==> src/rtl/egq_pkg.sv <==
package egq_pkg;
    localparam int DOM_W  = 8;
    localparam int MSG_W  = 4;
    localparam int SEQ_W  = 16;
    localparam int NS_W   = 30;
    localparam int SEC_W  = 5;
    localparam int WORD_W = 16;
    localparam int ADDR_W = 3;

    typedef struct packed {
        logic [DOM_W-1:0] dom;
        logic [MSG_W-1:0] msg;
        logic [SEQ_W-1:0] seq;
        logic [NS_W-1:0]  ns;
        logic [SEC_W-1:0] sec;
    } ts_entry_t;

    typedef enum logic {
        V_IDLE = 1'b0,
        V_HOLD = 1'b1
    } view_state_t;

    localparam logic [ADDR_W-1:0] A_WORD0 = 3'd0;
    localparam logic [ADDR_W-1:0] A_WORD1 = 3'd1;
    localparam logic [ADDR_W-1:0] A_WORD2 = 3'd2;
    localparam logic [ADDR_W-1:0] A_WORD3 = 3'd3;
    localparam logic [ADDR_W-1:0] A_POP   = 3'd4;
    localparam logic [ADDR_W-1:0] A_IEN   = 3'd5;
    localparam logic [ADDR_W-1:0] A_STAT  = 3'd6;
endpackage

==> src/rtl/egq_fifo.sv <==
module egq_fifo
    import egq_pkg::*;
#(
    parameter int DEPTH = 4
) (
    input  logic      clk,
    input  logic      rst_n,
    input  logic      push,
    input  ts_entry_t din,
    input  logic      pop,
    output ts_entry_t head,
    output logic      empty,
    output logic      full,
    output logic      drop
);
    localparam int PTR_W = (DEPTH > 1) ? $clog2(DEPTH) : 1;
    localparam int CNT_W = $clog2(DEPTH + 1);
    localparam logic [PTR_W-1:0] LAST = PTR_W'(DEPTH - 1);
    localparam logic [CNT_W-1:0] FULL_CNT = CNT_W'(DEPTH);

    ts_entry_t        mem [DEPTH];
    logic [PTR_W-1:0] wr_ptr, rd_ptr;
    logic [CNT_W-1:0] count;
    logic             do_pop, do_push;

    assign empty   = (count == '0);
    assign full    = (count == FULL_CNT);
    assign do_pop  = pop & ~empty;
    assign do_push = push & (~full | do_pop);
    assign drop    = push & ~do_push;
    assign head    = mem[rd_ptr];

    always_ff @(posedge clk) begin
        if (!rst_n) begin
            wr_ptr <= '0;
            rd_ptr <= '0;
            count  <= '0;
        end else begin
            if (do_push) wr_ptr <= (wr_ptr == LAST) ? '0 : wr_ptr + 1'b1;
            if (do_pop)  rd_ptr <= (rd_ptr == LAST) ? '0 : rd_ptr + 1'b1;
            case ({do_push, do_pop})
                2'b10:   count <= count + 1'b1;
                2'b01:   count <= count - 1'b1;
                default: count <= count;
            endcase
        end
    end

    always_ff @(posedge clk) begin
        if (do_push) mem[wr_ptr] <= din;
    end

    // occupancy never exceeds the queue depth
    a_r9_depth_bound: assert property (@(posedge clk) disable iff (!rst_n)
        count <= FULL_CNT);
    // an accepted capture without a pop grows the queue by one
    a_r9_push_grows: assert property (@(posedge clk) disable iff (!rst_n)
        (push && !full && !pop) |=> count == CNT_W'($past(count) + 1'b1));
    // capture plus pop on a full queue keeps it full
    a_r10_full_swap: assert property (@(posedge clk) disable iff (!rst_n)
        (push && pop && full) |=> full);
endmodule

==> src/rtl/egq_view.sv <==
module egq_view
    import egq_pkg::*;
(
    input  logic      clk,
    input  logic      rst_n,
    input  logic      pop_cmd,
    input  logic      q_empty,
    input  ts_entry_t q_head,
    output ts_entry_t shown,
    output logic      shown_valid
);
    view_state_t state, state_nx;
    ts_entry_t   shown_nx;

    always_ff @(posedge clk) begin
        if (!rst_n) begin
            state <= V_IDLE;
            shown <= '0;
        end else begin
            state <= state_nx;
            shown <= shown_nx;
        end
    end

    always_comb begin
        state_nx = state;
        shown_nx = shown;
        unique case (state)
            V_IDLE, V_HOLD: begin
                if (pop_cmd) begin
                    if (q_empty) begin
                        state_nx = V_IDLE;      // T_DRAIN
                        shown_nx = '0;
                    end else begin
                        state_nx = V_HOLD;      // T_LOAD
                        shown_nx = q_head;
                    end
                end
            end
            default: state_nx = V_IDLE;
        endcase
    end

    assign shown_valid = (state == V_HOLD);

    // a pop with data pending shows a valid entry
    a_r5_load_valid: assert property (@(posedge clk) disable iff (!rst_n)
        (pop_cmd && !q_empty) |=> shown_valid);
    // a pop on an empty queue shows nothing
    a_r6_drain_clear: assert property (@(posedge clk) disable iff (!rst_n)
        (pop_cmd && q_empty) |=> (!shown_valid && shown == '0));
    // no pop, no change
    a_r7_hold_stable: assert property (@(posedge clk) disable iff (!rst_n)
        !pop_cmd |=> ($stable(shown) && $stable(shown_valid)));
endmodule

==> src/rtl/egq_regs.sv <==
module egq_regs
    import egq_pkg::*;
(
    input  logic              clk,
    input  logic              rst_n,
    input  logic [ADDR_W-1:0] addr,
    input  logic              wr,
    input  logic [WORD_W-1:0] wdata,
    input  ts_entry_t         shown,
    input  logic              shown_valid,
    input  logic              q_pending,
    input  logic              q_drop,
    output logic [WORD_W-1:0] rdata,
    output logic              pop_cmd,
    output logic              irq
);
    logic irq_en, ovf;
    logic unused_wdata;

    assign unused_wdata = ^wdata[WORD_W-1:2];
    assign pop_cmd = wr && (addr == A_POP) && wdata[0];
    assign irq     = irq_en & q_pending;

    always_ff @(posedge clk) begin
        if (!rst_n) begin
            irq_en <= 1'b0;
            ovf    <= 1'b0;
        end else begin
            if (wr && addr == A_IEN) irq_en <= wdata[0];
            if (q_drop)
                ovf <= 1'b1;
            else if (wr && addr == A_STAT && wdata[1])
                ovf <= 1'b0;
        end
    end

    always_comb begin
        unique case (addr)
            A_WORD0: rdata = {shown_valid, shown.sec[4:2], shown.msg, shown.dom};
            A_WORD1: rdata = shown.seq;
            A_WORD2: rdata = shown.ns[15:0];
            A_WORD3: rdata = {shown.sec[1:0], shown.ns[29:16]};
            A_IEN:   rdata = {{(WORD_W-1){1'b0}}, irq_en};
            A_STAT:  rdata = {{(WORD_W-2){1'b0}}, ovf, q_pending};
            default: rdata = '0;
        endcase
    end

    // a discarded capture always leaves the overflow flag set
    a_r9_drop_sticky: assert property (@(posedge clk) disable iff (!rst_n)
        q_drop |=> ovf);
    // the flag only rises after a discard
    a_r9_rise_cause: assert property (@(posedge clk) disable iff (!rst_n)
        $rose(ovf) |-> $past(q_drop));
endmodule

==> src/rtl/egress_ts_queue.sv <==
module egress_ts_queue
    import egq_pkg::*;
#(
    parameter int DEPTH = 4
) (
    input  logic                clk,
    input  logic                rst_n,
    input  logic                cap_stb,
    input  logic [DOM_W-1:0]    cap_domain,
    input  logic [MSG_W-1:0]    cap_msg_type,
    input  logic [SEQ_W-1:0]    cap_seq_id,
    input  logic [NS_W-1:0]     cap_nsec,
    input  logic [SEC_W-1:0]    cap_sec,
    input  logic [ADDR_W-1:0]   reg_addr,
    input  logic                reg_wr,
    input  logic [WORD_W-1:0]   reg_wdata,
    output logic [WORD_W-1:0]   reg_rdata,
    output logic                irq
);
    ts_entry_t cap_entry, head, shown;
    logic      q_empty, q_full, q_drop, pop_cmd, shown_valid;

    assign cap_entry = '{dom: cap_domain, msg: cap_msg_type, seq: cap_seq_id,
                         ns: cap_nsec, sec: cap_sec};

    egq_fifo #(.DEPTH(DEPTH)) u_fifo (
        .clk(clk), .rst_n(rst_n), .push(cap_stb), .din(cap_entry),
        .pop(pop_cmd), .head(head), .empty(q_empty), .full(q_full),
        .drop(q_drop)
    );

    egq_view u_view (
        .clk(clk), .rst_n(rst_n), .pop_cmd(pop_cmd), .q_empty(q_empty),
        .q_head(head), .shown(shown), .shown_valid(shown_valid)
    );

    egq_regs u_regs (
        .clk(clk), .rst_n(rst_n), .addr(reg_addr), .wr(reg_wr),
        .wdata(reg_wdata), .shown(shown), .shown_valid(shown_valid),
        .q_pending(~q_empty), .q_drop(q_drop), .rdata(reg_rdata),
        .pop_cmd(pop_cmd), .irq(irq)
    );

    // the pin is never high with the queue empty
    a_r8_irq_needs_data: assert property (@(posedge clk) disable iff (!rst_n)
        irq |-> !q_empty);
    // a full queue plus a pop never discards
    a_r10_no_drop_on_pop: assert property (@(posedge clk) disable iff (!rst_n)
        (q_full && pop_cmd) |-> !q_drop);
endmodule

==> config.mk <==
export PLATFORM = sky130hd
export DESIGN_NAME = egress_ts_queue
export DESIGN_NICKNAME = d
export VERILOG_FILES = /design/src/rtl/egq_pkg.sv /design/src/rtl/egq_fifo.sv /design/src/rtl/egq_view.sv /design/src/rtl/egq_regs.sv /design/src/rtl/egress_ts_queue.sv
export SDC_FILE = /design/constraint.sdc
export NUM_CORES = 1
export LEC_CHECK = 0
export BUFFER_PORTS_ARGS = -buffer_cell sky130_fd_sc_hd__buf_2
export CAP_MARGIN = 20
export CORE_AREA = 5 5 154 156
export DETAILED_ROUTE_END_ITERATION = 16
export DIE_AREA = 0 0 159 161
export GPL_ROUTABILITY_DRIVEN = 0
export PLACE_DENSITY = 0.78
export SLEW_MARGIN = 20
export SYNTH_ARGS = -nofsm -noshare
export SYNTH_HDL_FRONTEND = slang
export SYNTH_SLANG_ARGS = --single-unit
==> constraint.sdc <==
create_clock -name clk -period 3.6 [get_ports clk]
set_clock_uncertainty 0.15 [all_clocks]
set_input_delay 0.18 -clock clk [delete_from_list [all_inputs] [get_ports clk]]
set_output_delay 0.18 -clock clk [all_outputs]
set_load 0.03 [all_outputs]
-- Yosys cells after proc, flatten, opt, wreduce, memory -nomap -nowiden
Memories as Yosys holds them, arrays and structs flattened. A register that Yosys moved wholly into a read port is not among the register bits.
Cells that the tools add are included.
- RAM bits: 252
- register bits after elaboration: 73
- logic and storage cells: 56
- memories: 1
- bits of input ports: 86
- memory list (memory ; depth ; width ; read ports ; clocked after Yosys merged registers in ; wr ports ; RTL line ; text):
    u_fifo.mem ; 4 ; 63 ; 1 ; 1 ; 1 ; egq_fifo.sv:21 ; ts_entry_t mem [DEPTH];
- bitwise operators: 8
- mux-type cells: 12
- $add $sub $neg: 4
- equal/unequal tests: 11
- reductions and logical operators: 9
- operators with widths (cell ; count):
    16-bit one-hot mux with 6 select lines ; 1
    63-bit 2-to-1 mux ; 1
    3-bit equality test, second input constant ; 4
    2-bit 2-to-1 mux ; 4
    2-bit equality test, second input constant ; 3
    3-bit by 2-bit equality test with 1-bit output, second input constant ; 2
    3-bit logical NOT ; 2
    3-bit one-hot mux with 2 select lines ; 1
    1-bit logical AND ; 5
    1-bit 2-to-1 mux ; 5
    2-bit by 1-bit adder with 2-bit output, second input constant ; 2
    1-bit AND ; 4
    2-bit nonzero test ; 2
    3-bit by 1-bit adder with 3-bit output, second input constant ; 1
    3-bit by 1-bit equality test with 1-bit output, second input constant ; 1
    1-bit NOT ; 3
    3-bit by 1-bit subtractor with 3-bit output, second input constant ; 1
    2-bit by 1-bit equality test with 1-bit output, second input constant ; 1
    1-bit bitwise OR ; 1

-- Longest topological paths before layout
Gate-level depths: netlist of run 1.
- depth in word-level cells: 9
- depth in mapped cells: 10

-- Hierarchy
Synthesis of run 1 repeated with hierarchy kept, for this count alone.
- cell total of the unflattened synthesis: 735
- area total of the unflattened synthesis: 12817.3 µm²
- by module, submodules not included (module ; sequential area each (µm²) ; cells each ; area each (µm²) ; instances):
    egq_fifo ; 7747.4 ; 391 ; 9590.4 ; 1
    egq_view ; 1281.2 ; 283 ; 2565.0 ; 1
    egq_regs ; 40.0 ; 60 ; 658.1 ; 1
    egress_ts_queue ; 0.0 ; 1 ; 3.8 ; 1

-- Worst setup path after synthesis of run 1
No wires, ideal clock.
- kind: input-to-reg
- start: input reg_addr[0]
- end: memory u_fifo.mem[3][0] (netlist bit) (enable)
- path buffers: 1
- stages: 5
- setup time: 0.428 ns
- arrival time: 2.515 ns
- setup slack: 0.508 ns
- cell sequence: nand3b_4 > or2_1 > clkbuf_1 > a31oi_2 > and2_1
- word-level cells in the longest chain between the ends: 8
- RTL lines (what ; RTL line ; text):
    start: declaration ; egress_ts_queue.sv:14 ; input logic [ADDR_W-1:0] reg_addr,
    3-bit equality test ; egq_regs.sv:21 ; assign pop_cmd = wr && (addr == A_POP) && wdata[0];
    1-bit logical AND (2 in a row) ; egq_regs.sv:21 ;
    1-bit AND ; egq_fifo.sv:28 ; assign do_pop = pop & ~empty;
    1-bit bitwise OR ; egq_fifo.sv:29 ; assign do_push = push & (~full | do_pop);
    1-bit AND ; egq_fifo.sv:29 ;
    1-bit 2-to-1 mux ; egq_fifo.sv:50 ; if (do_push) mem[wr_ptr] <= din;
    1-bit 2-to-1 mux (not written as such) ; egq_fifo.sv:50 ;
    end: declaration ; egq_fifo.sv:21 ;
No other way between the ends.

-- Worst setup path after layout of run 1
- start: register u_fifo.count[2]
- end: register u_fifo.count[1]
- word-level cells in the longest chain between the ends: 7
- elaborated cells between the ends (all ways): 11
- classes of those cells: 3 x eq/ne; 1 x mux; 5 x bitwise; 2 x reduce/logical
- RTL lines (what ; RTL line ; text):
    start: declaration ; egq_fifo.sv:23 ; logic [CNT_W-1:0] count;
    start signal: assignment ; egq_fifo.sv:42 ; 2'b10: count <= count + 1'b1;
    start signal: assignment ; egq_fifo.sv:43 ; 2'b01: count <= count - 1'b1;
    start signal: assignment ; egq_fifo.sv:44 ; default: count <= count;
    3-bit logical NOT ; egq_fifo.sv:26 ; assign empty = (count == '0);
    1-bit NOT ; egq_fifo.sv:28 ;
    1-bit AND ; egq_fifo.sv:28 ;
    1-bit bitwise OR ; egq_fifo.sv:29 ;
    1-bit AND ; egq_fifo.sv:29 ;
    2-bit by 1-bit equality test with 1-bit output or 2-bit equality test (tied branches) ; egq_fifo.sv:41 ; case ({do_push, do_pop})
    3-bit one-hot mux with 2 select lines or 2-bit nonzero test (tied branches) ; -- ;
Several ways; a longest one is shown, not always the timed one.
A chain may end at the register's enable or synchronous reset.

==> qor.yml, run 1 <==
relSlewSlack_pct: 37.9
start_util_pct: 55.7
synth_warnings: 0
cts_buffers: 31
core_mm2: 0.0222
ys_types: 41
setup_viol: 0
powerDensity_mw_per_mm2: 543
ys_ff_latch: 327
slowest_stage: "nor3_1"
wirelength_um: 25800
crit_arrival_ps: 3180
grt_pass1_vias: 7122
die_area_mm2: 0.0256
dp_hpwl_um: 15200
cp-start-kind: "register"
drtAntennaViolNets: 0
cp_slowest_stage_delay_ps: 630
grt_pass1_wl_um: 40400
status: "finished, final reports clean"
die_h_um: 161
drv_cap: 0
clkLatencyLatePin_ps: 560
rsz0062_at_grt: "false"
ys.flop_type: "edfxtp_1"
slew_violations: 0
ys_seq_area_share_pct: 73.2
async_reset_ff_share_pct: 0
synth_nets: 767
drive_gt1_share_pct: 28.1
p_leak_nw: 5.00
die_x_um: 159
wire_per_inst_um: 22.6
hp-class: "in2reg"
htreeDepth: 1
crit_chain: "nor3_1 > or3_1 > fa_1 > nor2b_1 > a21boi_0 > a311oi_1 > o211a_1"
peakVddDrop_uv: 416
final_core_util_pct: 66.8
fin_crit_sh_pct: 79.0
cts-root-buf: "clkbuf_16"
synth_enable_flop_cells: 252
boundaryPins: 103
cts.path.max_buffers: 3
worst-path-max-fanout: 9
num_rows: 55
grt_max_degree: 76
drcViolationCount: 0
tns_ps: 0
cp-end-kind: "register"
grt.overflow.total: 0
area_growth_pct: 20.0
layout.nets: 922
clkTransAtPathRegs_ps: 60
hold_violations: 0
cts_hold_buf: 69
fmax_ghz: 0.352
drt-initial-drc-count: 543
vias: 6789
path_class: "reg2reg"
via_per_inst: 5.96
p_total_mw: 8.07
clock-sinks: 327
ctsResizeCount: 0
post_cts_buffers: 0
avgSynthCellArea_um2: 18.3
synth_cells: 675
antenna_cells: 0
cts_tree: "yes"
io_buffers: 88
period_needed_ps: 2840
worst_slew_pin_slew_ps: 932
track_usage_pct: 20.0
synth_area_mm2: 0.0124
cp.required_ps: 3940
first_pass_iters: 6
antenna_found_initial: 0
==> logic make-up after synthesis <==
kind of cell / count (synthesis) / synth area share [%]
AO/OA/AOI/OAI: 89 / 5.29
XOR/XNOR: 1 / 0.0707
adder cells (fa/ha/maj): 6 / 0.667
buffers and inverters: 53 / 1.84
flip-flops: 327 / 73.2
multiplexers: 83 / 14.5
AND/OR/NAND/NOR: 116 / 4.38
==> cell usage after synthesis, types with 2 or more instances <==
library cell | instances | area share (%)
inv_1 | 6 | 0.18
o21ai_0 | 5 | 0.20
nand2_1 | 8 | 0.24
a31oi_1 | 2 | 0.10
clkbuf_1 | 23 | 0.70
mux2i_1 | 3 | 0.24
edfxtp_1 | 252 | 61
o211ai_1 | 2 | 0.12
a21oi_1 | 5 | 0.20
dfxtp_1 | 75 | 12
mux2_2 | 3 | 0.27
nor2_1 | 70 | 2.1
and2_1 | 13 | 0.66
nor4_1 | 2 | 0.10
nor3_1 | 4 | 0.16
ha_1 | 5 | 0.51
mux4_2 | 77 | 14
nand2b_1 | 3 | 0.15
a22oi_1 | 65 | 3.9
nor2b_1 | 8 | 0.40
buf_2 | 23 | 0.93
or3_1 | 2 | 0.10
==> cells in the final DEF, fill, tap and decap left out, types with 6 or more instances in the layout <==
| cell type | count |
|---|---|
| clkbuf_8 | 9 |
| a22oi_1 | 65 |
| nor2b_1 | 8 |
| edfxtp_1 | 252 |
| dlygate4sd3_1 | 69 |
| and2_1 | 9 |
| clkbuf_16 | 32 |
| inv_1 | 6 |
| nand2_1 | 8 |
| nor2_1 | 70 |
| buf_4 | 7 |
| buf_2 | 88 |
| mux4_2 | 77 |
| clkbuf_1 | 7 |
| dfxtp_1 | 73 |
==> worst max-delay path: cells and delay by family (launching register included) <==
family | cells | cell delay [ps]
compound gates | 3 | 730
flops | 1 | 400
simple gates | 3 | 1090
fa+ha+maj | 1 | 420
==> per-stage QoR <==
step / instances / cell area [um^2] / hold slack [ps] / worst slack [ps]
after floorplan: 675 / 12400 / 129 / 508
after global placement: 1013 / 13100 / 241 / 701
after detailed placement: 1013 / 13100 / 245 / 562
after CTS: 1140 / 14900 / 30.2 / 865
after global routing: 1140 / 14900 / 61.4 / 651
final: 1140 / 14900 / 97.8 / 756
==> state kept, by name, indices dropped and copies added, names as in the netlist, named ones only <==
register / count
u_fifo.wr_ptr: 2
u_view.shown_valid: 1
u_fifo.rd_ptr: 2
u_regs.ovf: 1
u_regs.irq_en: 1
u_view.shown: 63
u_fifo.mem: 252
u_fifo.count: 3
==> layer usage <==
layer / vias to the layer above / wire (um) / GRT usage (%) / share of wire, %
met5: - / 0 / 0 / 0
met4: 0 / 524 / 5.31 / 2.0
met3: 42 / 1410 / 2.81 / 5.5
met2: 251 / 13500 / 34.7 / 52
met1: 3479 / 10300 / 27.0 / 40
li1: 3017 / - / - / -
==> final timing paths <==
check	startpoint	to	slack, ps	cells past startpoint
hold / removal	reg_wr	u_fifo.count[2]	100	5
hold reg to reg	u_view.shown_valid	u_view.shown_valid	350	2
setup reg to reg	u_fifo.count[2]	u_fifo.count[1]	760	7
setup / recovery	u_fifo.count[2]	u_fifo.count[1]	760	7
==> where the power goes <==
part	switching [mW]	internal, mW
Sequential	0.0546	4.26
Clock	1.32	1.91
Combinational	0.307	0.230
==> final cells by class <==
type	instances	area (um^2)
sequential	327	9070
multi-input combinational	295	3100
clock buffer	50	966
fill	1458	7370
tap	285	357
clock inverter	8	73.8
inverter	7	26.3
timing repair buffer	168	1260
Power figures use the tool's default switching activity.
==> inputs of run 2 (changes only) <==
Settings changed: ABC_AREA set to 1, CORE_AREA 5 5 154 156 to 5 5 161 163, DIE_AREA 0 0 159 161 to 0 0 166 168, PLACE_DENSITY 0.78 to 0.77.
Clock period 3.6 ns to 2.6 ns, I/O delays scaled along.
==> run 2 against run 1 <==
Area after synthesis grew 3.8%. Count of clock-buffer cells in the layout shrank 5. Sequential cell count is the same. Largest power group unchanged.
==> qor.yml, run 2 <==
biggestRegsByFlops: "u_fifo.mem: 252 flops, u_view.shown: 63 flops, u_fifo.count: 3 flops"
hold_violations: 0
drcViolationCount: 0
clock-sinks: 327
synth_enable_flop_cells: 252
num_rows: 57
synth_cells: 1112
finalInstanceArea_mm2: 0.0156
worst_slack_ps: 188
drive_gt1_share_pct: 17.3
setup_viol: 0
final_common_cell: "edfxtp_1"
worst_slew_pin_slew_ps: 644
die_x_um: 166
cp.required_ps: 2890
yosys.area.top_type: "edfxtp_1"
mostFrequentLayoutCells: "252 x edfxtp_1, 197 x nor2_1, 161 x o21ai_0"
place_ws_ps: 686
area_growth_pct: 21.0
grt_pass1_vias: 8691
core_mm2: 0.0242
async_reset_ff_share_pct: 0
fmax_ghz: 0.415
htreeDepth: 2
crit_arrival_ps: 2710
p_leak_nw: 5.45
status: "finished, final reports clean"
boundaryPins: 103
largest_reg_flops: 252
synth.most_common_cell: "edfxtp_1"
cts.path.max_buffers: 3
grt_max_degree: 89
path_class: "in2reg"
peakVddDrop_uv: 647
synth_nets: 1204
start_util_pct: 53.2
io_buffers: 88
synth_commonest_cells: "252 x edfxtp_1, 201 x nor2_1, 161 x o21ai_0"
rsz0062_at_grt: "false"
antenna_found_initial: 0
ys_ff_latch: 327
via_per_inst: 5.37
die_area_mm2: 0.0279
worst-path-max-fanout: 6
wirelength_um: 28100
powerDensity_mw_per_mm2: 744
ys.flop_type: "edfxtp_1"
dpl_cell_area_mm2: 0.0137
synth.area.top_cells: "edfxtp_1 59%, dfxtp_1 12%, o21ai_0 6.3%"
avgSynthCellArea_um2: 11.6
synth_area_mm2: 0.0129
slew_violations: 0
grt_pass1_wl_um: 44900
cp-end-kind: "register"
drtAntennaViolNets: 0
clkLatencyLatePin_ps: 500
track_usage_pct: 19.8
relSlewSlack_pct: 57.0
cts_buffers: 34
drv_cap: 0
antenna_cells: 0
cts-root-buf: "clkbuf_16"
die_h_um: 168
ys_types: 29
hp-class: "in2reg"
fin_crit_sh_pct: 92.8
layout.nets: 1350
synth_top_area_share_pct: 58.9
first_pass_iters: 5
ys_seq_area_share_pct: 70.5
drt-initial-drc-count: 804
clkTransAtPathRegs_ps: 60
vias: 8631
cp-start-kind: "input pin"
period_needed_ps: 2410
dp_hpwl_um: 15900
synth_warnings: 0
grt.overflow.total: 0
largest-register: "u_fifo.mem"
wire_per_inst_um: 17.5
cts_tree: "yes"
## run 2: changes by cell type after synthesis, moves of 14 or more
cell and change:
a21oi_1 +25, o21ai_1 +36, nand2_1 +146, mux4_2 -77
o21ai_0 +156, a21oi_2 +40, buf_4 +14, nor2_1 +131
a22oi_1 -48, inv_1 +16, nand3_1 +24
## run 2: repair_timing
item | 4_1_cts | 5_1_grt
hold buffers | 72 | 0
setup endpoints to repair | 0 | 1
gates resized for setup | 0 | 2
endpoints found under the hold margin | 264 | 0
buffers inserted | 0 | 0
## run 2: per-layer routing
layer / GRT usage (%) / wire, um / up-vias
met5: 0 / 0 / -
met4: 5.81 / 622 / 0
met3: 3.17 / 1590 / 45
met2: 34.9 / 14400 / 254
met1: 25.4 / 11500 / 4151
li1: - / - / 4181
## run 2: stage by stage
| stage | power [mW] | hold slack [ps] | cells | TNS [ps] | util [%] |
|---|---|---|---|---|---|
| 2_1_floorplan | 6.33 | 78.9 | 1112 | -89580 | - |
| 3_3_place_gp | 6.56 | 191 | 1474 | 0 | 56.5 |
| 3_5_place_dp | 6.58 | 195 | 1474 | 0 | 56.5 |
| 4_1_cts | 11.6 | 16.1 | 1608 | 0 | 64.3 |
| 5_1_grt | 11.9 | 100 | 1608 | 0 | 64.3 |
| 6_report | 11.6 | 24.6 | 1608 | 0 | 64.3 |
## run 2: cell type report
type                            count  area, um^2
Tap cell                          324         405
Sequential cell                   327        9080
Multi-Input combinational cell    692        3350
Clock buffer                       45         966
Timing Repair Buffer              177        1450
Fill cell                        1791        8620
Clock inverter                     17         205
Inverter                           26         100
## run 2: cells by family (layout without fill, tap and decap cells)
family | after synthesis | in the layout | share of synthesized area [%]
buffers and inverters | 93 | 265 | 3.70
AOI/OAI and AO/OA | 286 | 286 | 12.7
adders and majority gates | 6 | 6 | 0.642
DFF | 327 | 327 | 70.5
and+or+nand+nor | 400 | 400 | 12.4
## run 2: critical path, cell delays in order
cell and delay [ps]:
dlygate4sd3_1 530, buf_2 160, inv_2 70, nand2_2 60, nor2_4 170, nand2_4 80, clkinv_2 80, nand2_2 80
fa_1 390, inv_1 70, nand4_1 110, nand3_1 80, nand2_1 50, dlygate4sd3_1 560, nor2_1 80
## run 2: final timing paths
check	start	end	slack (ps)	depth (start not counted)
max	reg_addr[0]	u_fifo.count[2]	190	15
min	reg_addr[2]	u_fifo.count[2]	20	6
max reg2reg	u_fifo.count[0]	u_fifo.count[2]	280	12
min reg2reg	u_view.shown[57]	u_view.shown[57]	310	2
## run 2: report_power, final
group	switching, mW	internal, mW	total [mW]
registers	0.0521	5.85	5.90
clock network	1.90	3.11	5.01
logic	0.418	0.239	0.658
total	2.37	9.20	11.6
==> inputs of run 3 (changes only) <==
Settings changed: PLACE_DENSITY 0.77 to not set, PLACE_DENSITY_LB_ADDON set to 0.1, SKIP_CTS_REPAIR_TIMING set to 1.
==> run 3 against run 2 <==
Combinational power increased by 2%. First-iteration DRC count is 23% lower. Worst hold slack worse by 20 ps. Final cell count is essentially flat. Global-route usage shrank 0.26 points. Power is 1.3% lower. Cell area decreased by 0.26%. Maximum frequency down 2.4%. Die area did not move. Sequential cell count did not move. Utilization fell by 0.17 points.
==> qor.yml, run 3 (synthesis results as in run 2) <==
status: "finished, final reports clean"
timing.rr.start: "u_fifo.count[0]"
fillers: 1841
antenna_cells: 0
dpl_cell_area_mm2: 0.0136
wl_met3_um: 1390
grt_max_degree: 127
worst_slack_ps: 130
largest-register: "u_fifo.mem"
finalInstanceArea_mm2: 0.0155
clkTransAtPathRegs_ps: 60
grt.overflow.total: 0
cts_buffers: 34
slew_violations: 0
rsz0062_at_grt: "false"
wirelength_um: 28600
tns_ps: 0
mostFrequentLayoutCells: "252 x edfxtp_1, 197 x nor2_1, 161 x o21ai_0"
rrSetupSlack_ps: 210
drive_gt1_share_pct: 17.2
die_x_um: 166
cts-root-buf: "clkbuf_16"
worst-path-max-fanout: 16
grt_pass1_vias: 7929
relSlewSlack_pct: 50.3
multiInputGateArea_mm2: 0.00334
boundaryPins: 103
r2r-end: "u_fifo.count[0]"
core_mm2: 0.0242
dp_hpwl_um: 15800
crit_end: "reg_rdata[10]"
fmax_ghz: 0.405
cp-end-kind: "output pin"
final_common_cell: "edfxtp_1"
r2r_cells: 9
antenna_found_initial: 0
vias: 8473
drt-initial-drc-count: 620
drv_cap: 0
seq_area_mm2: 0.00908
grt_pass1_wl_um: 43300
setup_viol: 0
drcViolationCount: 0
worst_slew_pin_slew_ps: 745
clock-sinks: 327
start_util_pct: 53.2
cts.path.max_buffers: 3
hold_violations: 0
fin_crit_sh_pct: 95.0
die_area_mm2: 0.0279
via_per_inst: 5.27
wl_met1_um: 12400
io_buffers: 88
p_leak_nw: 5.45
htreeDepth: 2
startpoint: "reg_addr[1]"
hp-class: "in2reg"
biggestRegsByFlops: "u_fifo.mem: 252 flops, u_view.shown: 63 flops, u_fifo.count: 3 flops"
peakVddDrop_uv: 522
period_needed_ps: 2470
track_usage_pct: 19.5
area_growth_pct: 20.7
powerDensity_mw_per_mm2: 736
path_class: "in2out"
wire_per_inst_um: 17.8
cts_tree: "yes"
first_pass_iters: 4
drtAntennaViolNets: 0
cp.required_ps: 2320
place_ws_ps: 415
cp-start-kind: "input pin"
die_h_um: 168
hold_depth: 6
clkLatencyLatePin_ps: 510
crit_arrival_ps: 2190
top_layer: "met4"
largest_reg_flops: 252
num_rows: 57
dr_wl_met2_um: 14100
layout.nets: 1353
final_core_util_pct: 64.2
## run 3: changes by cell type in the layout (fill, tap and decap cells not counted), moves of 2 or more
cell	change
buf_12	-2
buf_4	+3
bufinv_16	-2
clkbuf_8	+2
clkinv_1	-2
clkinv_4	+2
dlygate4sd3_1	+2
## run 3: critical path: stages
cell and delay (ps):
dlygate4sd3_1 550, buf_2 170, nand3_1 120, inv_1 480, a22oi_1 320, nand3_1 190, buf_2 220
## run 3: power breakdown
part | leakage, nW | total (mW) | internal [mW] | switching [mW]
Sequential | 2.92 | 5.90 | 5.85 | 0.0459
Clock | 0.558 | 4.85 | 2.97 | 1.88
Combinational | 1.97 | 0.674 | 0.243 | 0.430
## run 3: layout make-up
| type | instances | area share [%] |
|---|---|---|
| Multi-Input combinational cell | 692 | 21.5 |
| Sequential cell | 327 | 58.5 |
| Clock inverter | 13 | 0.919 |
| Tap cell | 324 | 2.61 |
| Timing Repair Buffer | 180 | 9.37 |
| Clock buffer | 47 | 6.40 |
| Inverter | 26 | 0.645 |
## run 3: layer usage
metal,vias to the layer above,global-route usage [%]
met5,-,0
met4,0,5.52
met3,45,3.82
met2,196,32.7
met1,4041,26.2
li1,4191,-
## run 3: metrics by stage
stage / std cells / total power, mW / hold WS [ps]
2_1_floorplan: 1112 / 6.33 / 78.9
6_report: 1609 / 11.4 / 4.32
3_5_place_dp: 1475 / 6.60 / 195
4_1_cts: 1535 / 11.4 / -332
5_1_grt: 1609 / 11.9 / 6.48
3_3_place_gp: 1475 / 6.58 / 194
## run 3: worst min path at each step
stage	from	to	slack, ps
after floorplan	cap_sec[0]	u_fifo.mem[0][0]	80
after global placement	cap_seq_id[3]	u_fifo.mem[1][38]	190
after detailed placement	cap_domain[7]	u_fifo.mem[0][62]	190
after CTS	cap_seq_id[3]	u_fifo.mem[1][38]	-330
after global routing	reg_addr[0]	u_view.shown_valid	6
final	reg_addr[0]	u_view.shown_valid	4
